[config.mk]
export PLATFORM = sky130hd
export DESIGN_NAME = pirq_rate_gen
export DESIGN_NICKNAME = d
export VERILOG_FILES = /design/src/rtl/pirq_pkg.sv /design/src/rtl/pirq_rate_decode.sv /design/src/rtl/pirq_tick_counter.sv /design/src/rtl/pirq_event_detect.sv /design/src/rtl/pirq_rate_gen.sv
export SDC_FILE = /design/constraint.sdc
export NUM_CORES = 1
export LEC_CHECK = 0
export ABC_AREA = 0
export BUFFER_PORTS_ARGS = -buffer_cell sky130_fd_sc_hd__buf_2
export CAP_MARGIN = 20
export CORE_MARGIN = 2
export CORE_UTILIZATION = 60
export DETAILED_ROUTE_END_ITERATION = 12
export PLACE_DENSITY = 0.82
export SLEW_MARGIN = 0
export SYNTH_ARGS = -nofsm -noshare
export SYNTH_HDL_FRONTEND = slang
export SYNTH_SLANG_ARGS = --single-unit
[constraint.sdc]
create_clock -name clk -period 5.7 [get_ports clk]
set_clock_uncertainty 0.15 [all_clocks]
set_input_delay 0.285 -clock clk [delete_from_list [all_inputs] [get_ports clk]]
set_output_delay 0.285 -clock clk [all_outputs]
set_load 0.01 [all_outputs]
[src/rtl/pirq_pkg.sv]
package pirq_pkg;
  localparam int CODE_W = 4;
  localparam int SHIFT_W = 4;
  localparam logic [7:0] STAT_PERIODIC = 8'hC0;

  // log2 of the period in ticks for a non-zero rate code
  function automatic logic [SHIFT_W-1:0] rate_shift(input logic [CODE_W-1:0] code);
    logic [SHIFT_W-1:0] s;
    if (code == 4'd0)       s = 4'd0;
    else if (code <= 4'd2)  s = code + 4'd6;
    else                    s = code - 4'd1;
    return s;
  endfunction
endpackage

[src/rtl/pirq_rate_decode.sv]
module pirq_rate_decode
  import pirq_pkg::*;
#(
  parameter int CNT_W = 15
) (
  input  logic [CODE_W-1:0] rate_code,
  input  logic              per_en,
  output logic              active,
  output logic [CNT_W-1:0]  mask
);
  logic [SHIFT_W-1:0] shift_w;

  always_comb begin
    shift_w = rate_shift(rate_code);
    active  = per_en && (rate_code != '0);
  end

  // low 'shift_w' bits of the mask are ones
  for (genvar i = 0; i < CNT_W; i++) begin : g_mask
    assign mask[i] = (SHIFT_W'(i) < shift_w);
  end
endmodule

[src/rtl/pirq_tick_counter.sv]
module pirq_tick_counter #(
  parameter int CNT_W = 15
) (
  input  logic             clk,
  input  logic             rst_n,
  input  logic             tick,
  output logic [CNT_W-1:0] cnt,
  output logic [CNT_W-1:0] cnt_inc
);
  logic [CNT_W-1:0] cnt_d;

  always_comb begin
    cnt_inc = cnt + CNT_W'(1);
    cnt_d   = tick ? cnt_inc : cnt;
  end

  always_ff @(posedge clk or negedge rst_n) begin
    if (!rst_n) cnt <= '0;
    else        cnt <= cnt_d;
  end

  AST_CNT_STEP: assert property (@(posedge clk) disable iff (!rst_n)
    tick |=> (cnt == $past(cnt) + CNT_W'(1)));
  AST_CNT_HOLD: assert property (@(posedge clk) disable iff (!rst_n)
    !tick |=> $stable(cnt));
endmodule

[src/rtl/pirq_event_detect.sv]
module pirq_event_detect
  import pirq_pkg::*;
#(
  parameter int CNT_W = 15
) (
  input  logic             clk,
  input  logic             rst_n,
  input  logic             tick,
  input  logic             active,
  input  logic [CNT_W-1:0] mask,
  input  logic [CNT_W-1:0] cnt_inc,
  output logic             evt_q,
  output logic [7:0]       stat_q,
  output logic             irq_q
);
  logic       evt_d;
  logic [7:0] stat_d;

  always_comb begin
    evt_d  = tick && active && ((cnt_inc & mask) == '0);
    stat_d = evt_d ? STAT_PERIODIC : 8'h00;
  end

  always_ff @(posedge clk or negedge rst_n) begin
    if (!rst_n) begin
      evt_q  <= 1'b0;
      stat_q <= 8'h00;
      irq_q  <= 1'b0;
    end else begin
      evt_q  <= evt_d;
      stat_q <= stat_d;
      irq_q  <= evt_d;
    end
  end

  AST_EVT_AFTER_TICK: assert property (@(posedge clk) disable iff (!rst_n)
    evt_q |-> $past(tick));
  AST_EVT_SINGLE: assert property (@(posedge clk) disable iff (!rst_n)
    evt_q |=> !evt_q);
endmodule

[src/rtl/pirq_rate_gen.sv]
module pirq_rate_gen
  import pirq_pkg::*;
#(
  parameter int CNT_W = 15
) (
  input  logic              clk,
  input  logic              rst_n,
  input  logic              tick,
  input  logic [CODE_W-1:0] rate_code,
  input  logic              per_en,
  output logic              evt_pulse,
  output logic [7:0]        stat_set,
  output logic              irq_req
);
  logic             active;
  logic [CNT_W-1:0] mask;
  logic [CNT_W-1:0] cnt;
  logic [CNT_W-1:0] cnt_inc;

  pirq_rate_decode #(.CNT_W(CNT_W)) u_dec (
    .rate_code(rate_code), .per_en(per_en), .active(active), .mask(mask)
  );

  pirq_tick_counter #(.CNT_W(CNT_W)) u_cnt (
    .clk(clk), .rst_n(rst_n), .tick(tick), .cnt(cnt), .cnt_inc(cnt_inc)
  );

  pirq_event_detect #(.CNT_W(CNT_W)) u_det (
    .clk(clk), .rst_n(rst_n), .tick(tick), .active(active), .mask(mask),
    .cnt_inc(cnt_inc), .evt_q(evt_pulse), .stat_q(stat_set), .irq_q(irq_req)
  );

  AST_OFF_QUIET: assert property (@(posedge clk) disable iff (!rst_n)
    (!per_en || rate_code == '0) |=> !evt_pulse);
  AST_ALIGNED: assert property (@(posedge clk) disable iff (!rst_n)
    evt_pulse |-> ((cnt & $past(mask)) == '0));
  AST_STATUS_WITH_EVT: assert property (@(posedge clk) disable iff (!rst_n)
    (stat_set == STAT_PERIODIC) == evt_pulse);
  AST_IRQ_WITH_EVT: assert property (@(posedge clk) disable iff (!rst_n)
    irq_req == evt_pulse);
endmodule

==> summary by stage <==
Finish
The post-synthesis to final-layout area growth is 1.61%. Fill cells in the final layout number 191. The multi-input combinational cells in the finished layout cover a total of 875 um^2. The sequential cells in the finished layout cover a total of around 400 um^2.

After the last flow step, the layout net total stands at roughly 180. The number of antenna cells inserted is 0. Of the cells placed in the final design, the portion with a size suffix greater than 1 is 16.0%.

Placed design
The final weighted congestion of routability-driven global placement is around 0.8. The pre-CTS setup slack is 3.08 ns. Port buffering added 11 buffers. The half-perimeter wire length after placement is about 2.0 mm.

Status
The run finished with clean final reports.

Synth
After synthesis, the share of flip-flops with an asynchronous set or reset is 100%. Among all flip-flop cells after synthesis, the most frequent one is sky130_fd_sc_hd__dfrtp_1. The number of distinct library cells after synthesis is between 40 and 50. The number of cells produced by synthesis is between 150 and 200. The synthesis-stage register bit count is 16.

For this run, the number of Yosys warnings is 0. After synthesis, the mean cell area works out to about 9 um^2. The part of the Yosys area used for sequential elements is 28.6%. Sorting the synthesized cells by area gives the leading types as sky130_fd_sc_hd__dfrtp_1, sky130_fd_sc_hd__xnor2_1, sky130_fd_sc_hd__xor2_1. Counting flops with a built-in enable in the synthesized netlist gives 0. The synthesized netlist occupies a cell area of about 1400 um^2. The share of synthesized area in the top cell type comes to ~29%. The top cell type by total area after synthesis is sky130_fd_sc_hd__dfrtp_1.

CTS
The later pin in the worst-skew pair is clocked with a latency of around 0.30 ns. The buffer cell driving the clock tree root is sky130_fd_sc_hd__clkbuf_4. The number of post-CTS setup repair buffers is 0. The number of sinks driven by the clock tree is 16. In this run, CTS created clock tree buffers numbering 3. The maximum buffer depth of the clock tree is 2. TritonCTS built the clock tree. Post-CTS repair changed the size of 0 cells. The H-tree level count is 1. The clock transition time at the flip-flop clock pins of the worst setup and hold paths is around 0.1 ns.

Critical path
The worst register-to-register path ends at u_det.stat_q[6]$_DFF_PN0_. The category of the worst setup path capture point is a register. The number of buffers and inverters on the critical path is 0. For the worst setup path, the data required time is roughly 5.8 ns.

The kind of cell with the highest combined delay on the critical path is compound AO/OA/AOI/OAI gates. The largest individual stage delay along the critical path comes from the cell sky130_fd_sc_hd__dfrtp_1. The maximum fanout count along the critical path is 8.

The worst setup path is of the reg -> reg kind. The signal on the critical path passes through ha_1 -> nand3_1 -> nor3_1 -> xnor2_1 -> a21oi_1 -> o31a_1 -> o32a_1 -> a311oi_1. The signal arrival time at the worst endpoint is approximately 2.7 ns. In this design, the stage delay of the slowest critical-path cell is a little under 0.5 ns. The internal reg-to-reg setup slack is slightly above 3 ns.

The startpoint class of the critical path is a register. The cell count of the worst reg-to-reg path is 8. In this run the critical register-to-register path is launched from u_cnt.cnt[0]$_DFFE_PN0P_.

STA
Setup total negative slack on the finished layout was measured at 0 ns. The final count of pins violating max slew came to 0. The count of final hold-check violations is 0.

In the finished design, the share of the clock period the worst path needs comes to a little under half. For this run, the top clock speed supported by timing is 386 MHz. Hold timing on the final database bottoms out at a slack of approximately 0.19 ns. The setup slack after layout is a little over 3 ns. The final count of negative-setup-slack endpoints is 0. Setup repair after global routing left no endpoint under its margin. The clock period minus final worst setup slack is around 2.6 ns.

Hold path
The end point of the worst hold path is u_det.stat_q[6]$_DFF_PN0_. The start point of the worst hold path is per_en. The path type of the worst min-delay path is in -> reg.

The hold path depth is 5.

Drt
The post-detailed-routing wire length is between 2 and 3 mm. After the first detailed-routing iteration, the DRC count stood at 15. The remaining antenna violation count is 0. The per-cell routed wire length is roughly 14 um.

After detailed routing, the number of vias per cell comes to between 5 and 6. The first detailed-routing pass took 4 iterations. The detailed router placed 1096 vias in this run. After detailed routing, the number of remaining DRC violations is 0.

Die
The floorplan has 17 rows. The core footprint is roughly 2200 um^2. The vertical die dimension is between 50 and 60 um.

In this run the horizontal extent of the chip is between 50 and 60 um. For this design the top-level I/O count stands at 18. The die covers around 2700 um^2. The starting density of the core is a little over three fifths.

Job
Max-cap violations in this run came to 0.

GRT
Entering global routing, the biggest net connects 17 pins. For this run the aggregate overflow at the end of global routing stands at 0. The number of global-route vias before repair is 1078. The first global-routing pass estimated 4.53 mm of wire. The number of antenna violations at the first check in global routing was 0. The total global routing track utilization is between 20% and 30%.

Power and ir drop
The worst-case IR drop observed on VDD is approximately 0.24 mV. Summed over all cells, the static leakage comes to roughly 0.63 nW. In this run the power density over the cells is 270 nW/um^2.
==> logic make-up (layout without fill, tap and decap cells) <==
logic type                 after synthesis  count (layout)  synth area share (%)
and+or+nand+nor                         57              57                  24.4
other                                    1               6                 0.268
adders and majority gates                6               6                  5.37
buffers and inverters                   23              21                  10.1
AOI/OAI and AO/OA                       28              28                  13.5
xor gates and xnor gates                27              27                  16.9
muxes                                    1               1                 0.806
DFF                                     16              16                  28.6
==> synth_stat cells, types with 2 or more instances <==
cell type,n
sky130_fd_sc_hd__a21boi_0,2
sky130_fd_sc_hd__a21oi_1,9
sky130_fd_sc_hd__and2b_2,2
sky130_fd_sc_hd__and4_1,3
sky130_fd_sc_hd__buf_4,10
sky130_fd_sc_hd__clkbuf_1,5
sky130_fd_sc_hd__dfrtp_1,16
sky130_fd_sc_hd__ha_1,6
sky130_fd_sc_hd__inv_1,6
sky130_fd_sc_hd__nand2_1,11
sky130_fd_sc_hd__nand3_1,6
sky130_fd_sc_hd__nand4_1,6
sky130_fd_sc_hd__nor2_1,11
sky130_fd_sc_hd__nor3_1,5
sky130_fd_sc_hd__nor4_1,2
sky130_fd_sc_hd__o211ai_1,2
sky130_fd_sc_hd__o21ai_0,4
sky130_fd_sc_hd__or4_1,2
sky130_fd_sc_hd__xnor2_1,17
sky130_fd_sc_hd__xor2_1,10
==> sequential cells by signal, indices dropped and copies added (netlist names) <==
name / cells
u_det.stat_q: 1
u_cnt.cnt: 15
==> cell type report <==
type	instances	area share (%)
Inverter	6	1.59
Sequential cell	16	28.2
Tap cell	28	2.47
Clock buffer	3	1.59
Timing Repair Buffer	12	4.58
Multi-Input combinational cell	125	61.6
==> worst reg2reg max path: stages, from the launching register on <==
cell                       delay, ns
sky130_fd_sc_hd__dfrtp_1        0.49
sky130_fd_sc_hd__ha_1           0.27
sky130_fd_sc_hd__nand3_1        0.21
sky130_fd_sc_hd__nor3_1         0.41
sky130_fd_sc_hd__xnor2_1        0.17
sky130_fd_sc_hd__a21oi_1        0.06
sky130_fd_sc_hd__o31a_1         0.25
sky130_fd_sc_hd__o32a_1         0.29
sky130_fd_sc_hd__a311oi_1       0.21
==> stage by stage <==
step	utilization, %	instance area (um^2)	cells	power, mW
after floorplan	-	1420	164	0.298
after global placement	62.7	1390	186	0.317
after detailed placement	62.7	1390	186	0.322
after CTS	64.2	1420	190	0.381
after global routing	64.2	1420	190	0.412
final	64.2	1420	190	0.384
==> cells in the final DEF, fill, tap and decap left out, types with 5 or more instances in the layout <==
cell	netlist	routed
sky130_fd_sc_hd__conb_1	1	6
sky130_fd_sc_hd__nand3_1	6	6
sky130_fd_sc_hd__a21oi_1	9	9
sky130_fd_sc_hd__inv_1	6	6
sky130_fd_sc_hd__nor3_1	5	5
sky130_fd_sc_hd__xnor2_1	17	17
sky130_fd_sc_hd__nand4_1	6	6
sky130_fd_sc_hd__nor2_1	11	11
sky130_fd_sc_hd__dfrtp_1	16	16
sky130_fd_sc_hd__nand2_1	11	11
sky130_fd_sc_hd__xor2_1	10	10
sky130_fd_sc_hd__buf_2	0	11
sky130_fd_sc_hd__ha_1	6	6
==> power by group <==
| part | total, mW | switching, mW | internal (mW) |
|---|---|---|---|
| clock network | 0.0608 | 0.0362 | 0.0246 |
| logic | 0.145 | 0.0740 | 0.0711 |
| registers | 0.178 | 0.0403 | 0.137 |
==> per-layer routing <==
layer | wire [um] | track usage (%) | vias up | part of all wire (%)
met5 | 0 | 0 | - | 0
met4 | 36 | 8.55 | 0 | 1.4
met3 | 92 | 4.57 | 4 | 3.6
met2 | 1250 | 39.5 | 23 | 48
met1 | 1210 | 26.1 | 523 | 47
li1 | - | - | 546 | -
==> timing repair <==
item                                    4_1_cts  5_1_grt
endpoints found under the hold margin        16        0
endpoints found under the setup margin        0        0
hold buffers                                  1        0
==> how the worst max path moves through the flow <==
| stage | cells after the start | start | slack [ns] | endpoint |
|---|---|---|---|---|
| final | 8 | u_cnt.cnt[0]$_DFFE_PN0P_ | 3.11 | u_det.stat_q[6]$_DFF_PN0_ |
| after global routing | 8 | u_cnt.cnt[0]$_DFFE_PN0P_ | 2.91 | u_det.stat_q[6]$_DFF_PN0_ |
| after CTS | 8 | u_cnt.cnt[0]$_DFFE_PN0P_ | 3.10 | u_det.stat_q[6]$_DFF_PN0_ |
| after detailed placement | 10 | rate_code[0] | 3.08 | u_det.stat_q[6]$_DFF_PN0_ |
| after global placement | 10 | rate_code[0] | 3.16 | u_det.stat_q[6]$_DFF_PN0_ |
| after floorplan | 8 | u_cnt.cnt[0]$_DFFE_PN0P_ | 3.40 | u_det.stat_q[6]$_DFF_PN0_ |
No activity file was read; power rests on OpenSTA's default activity.
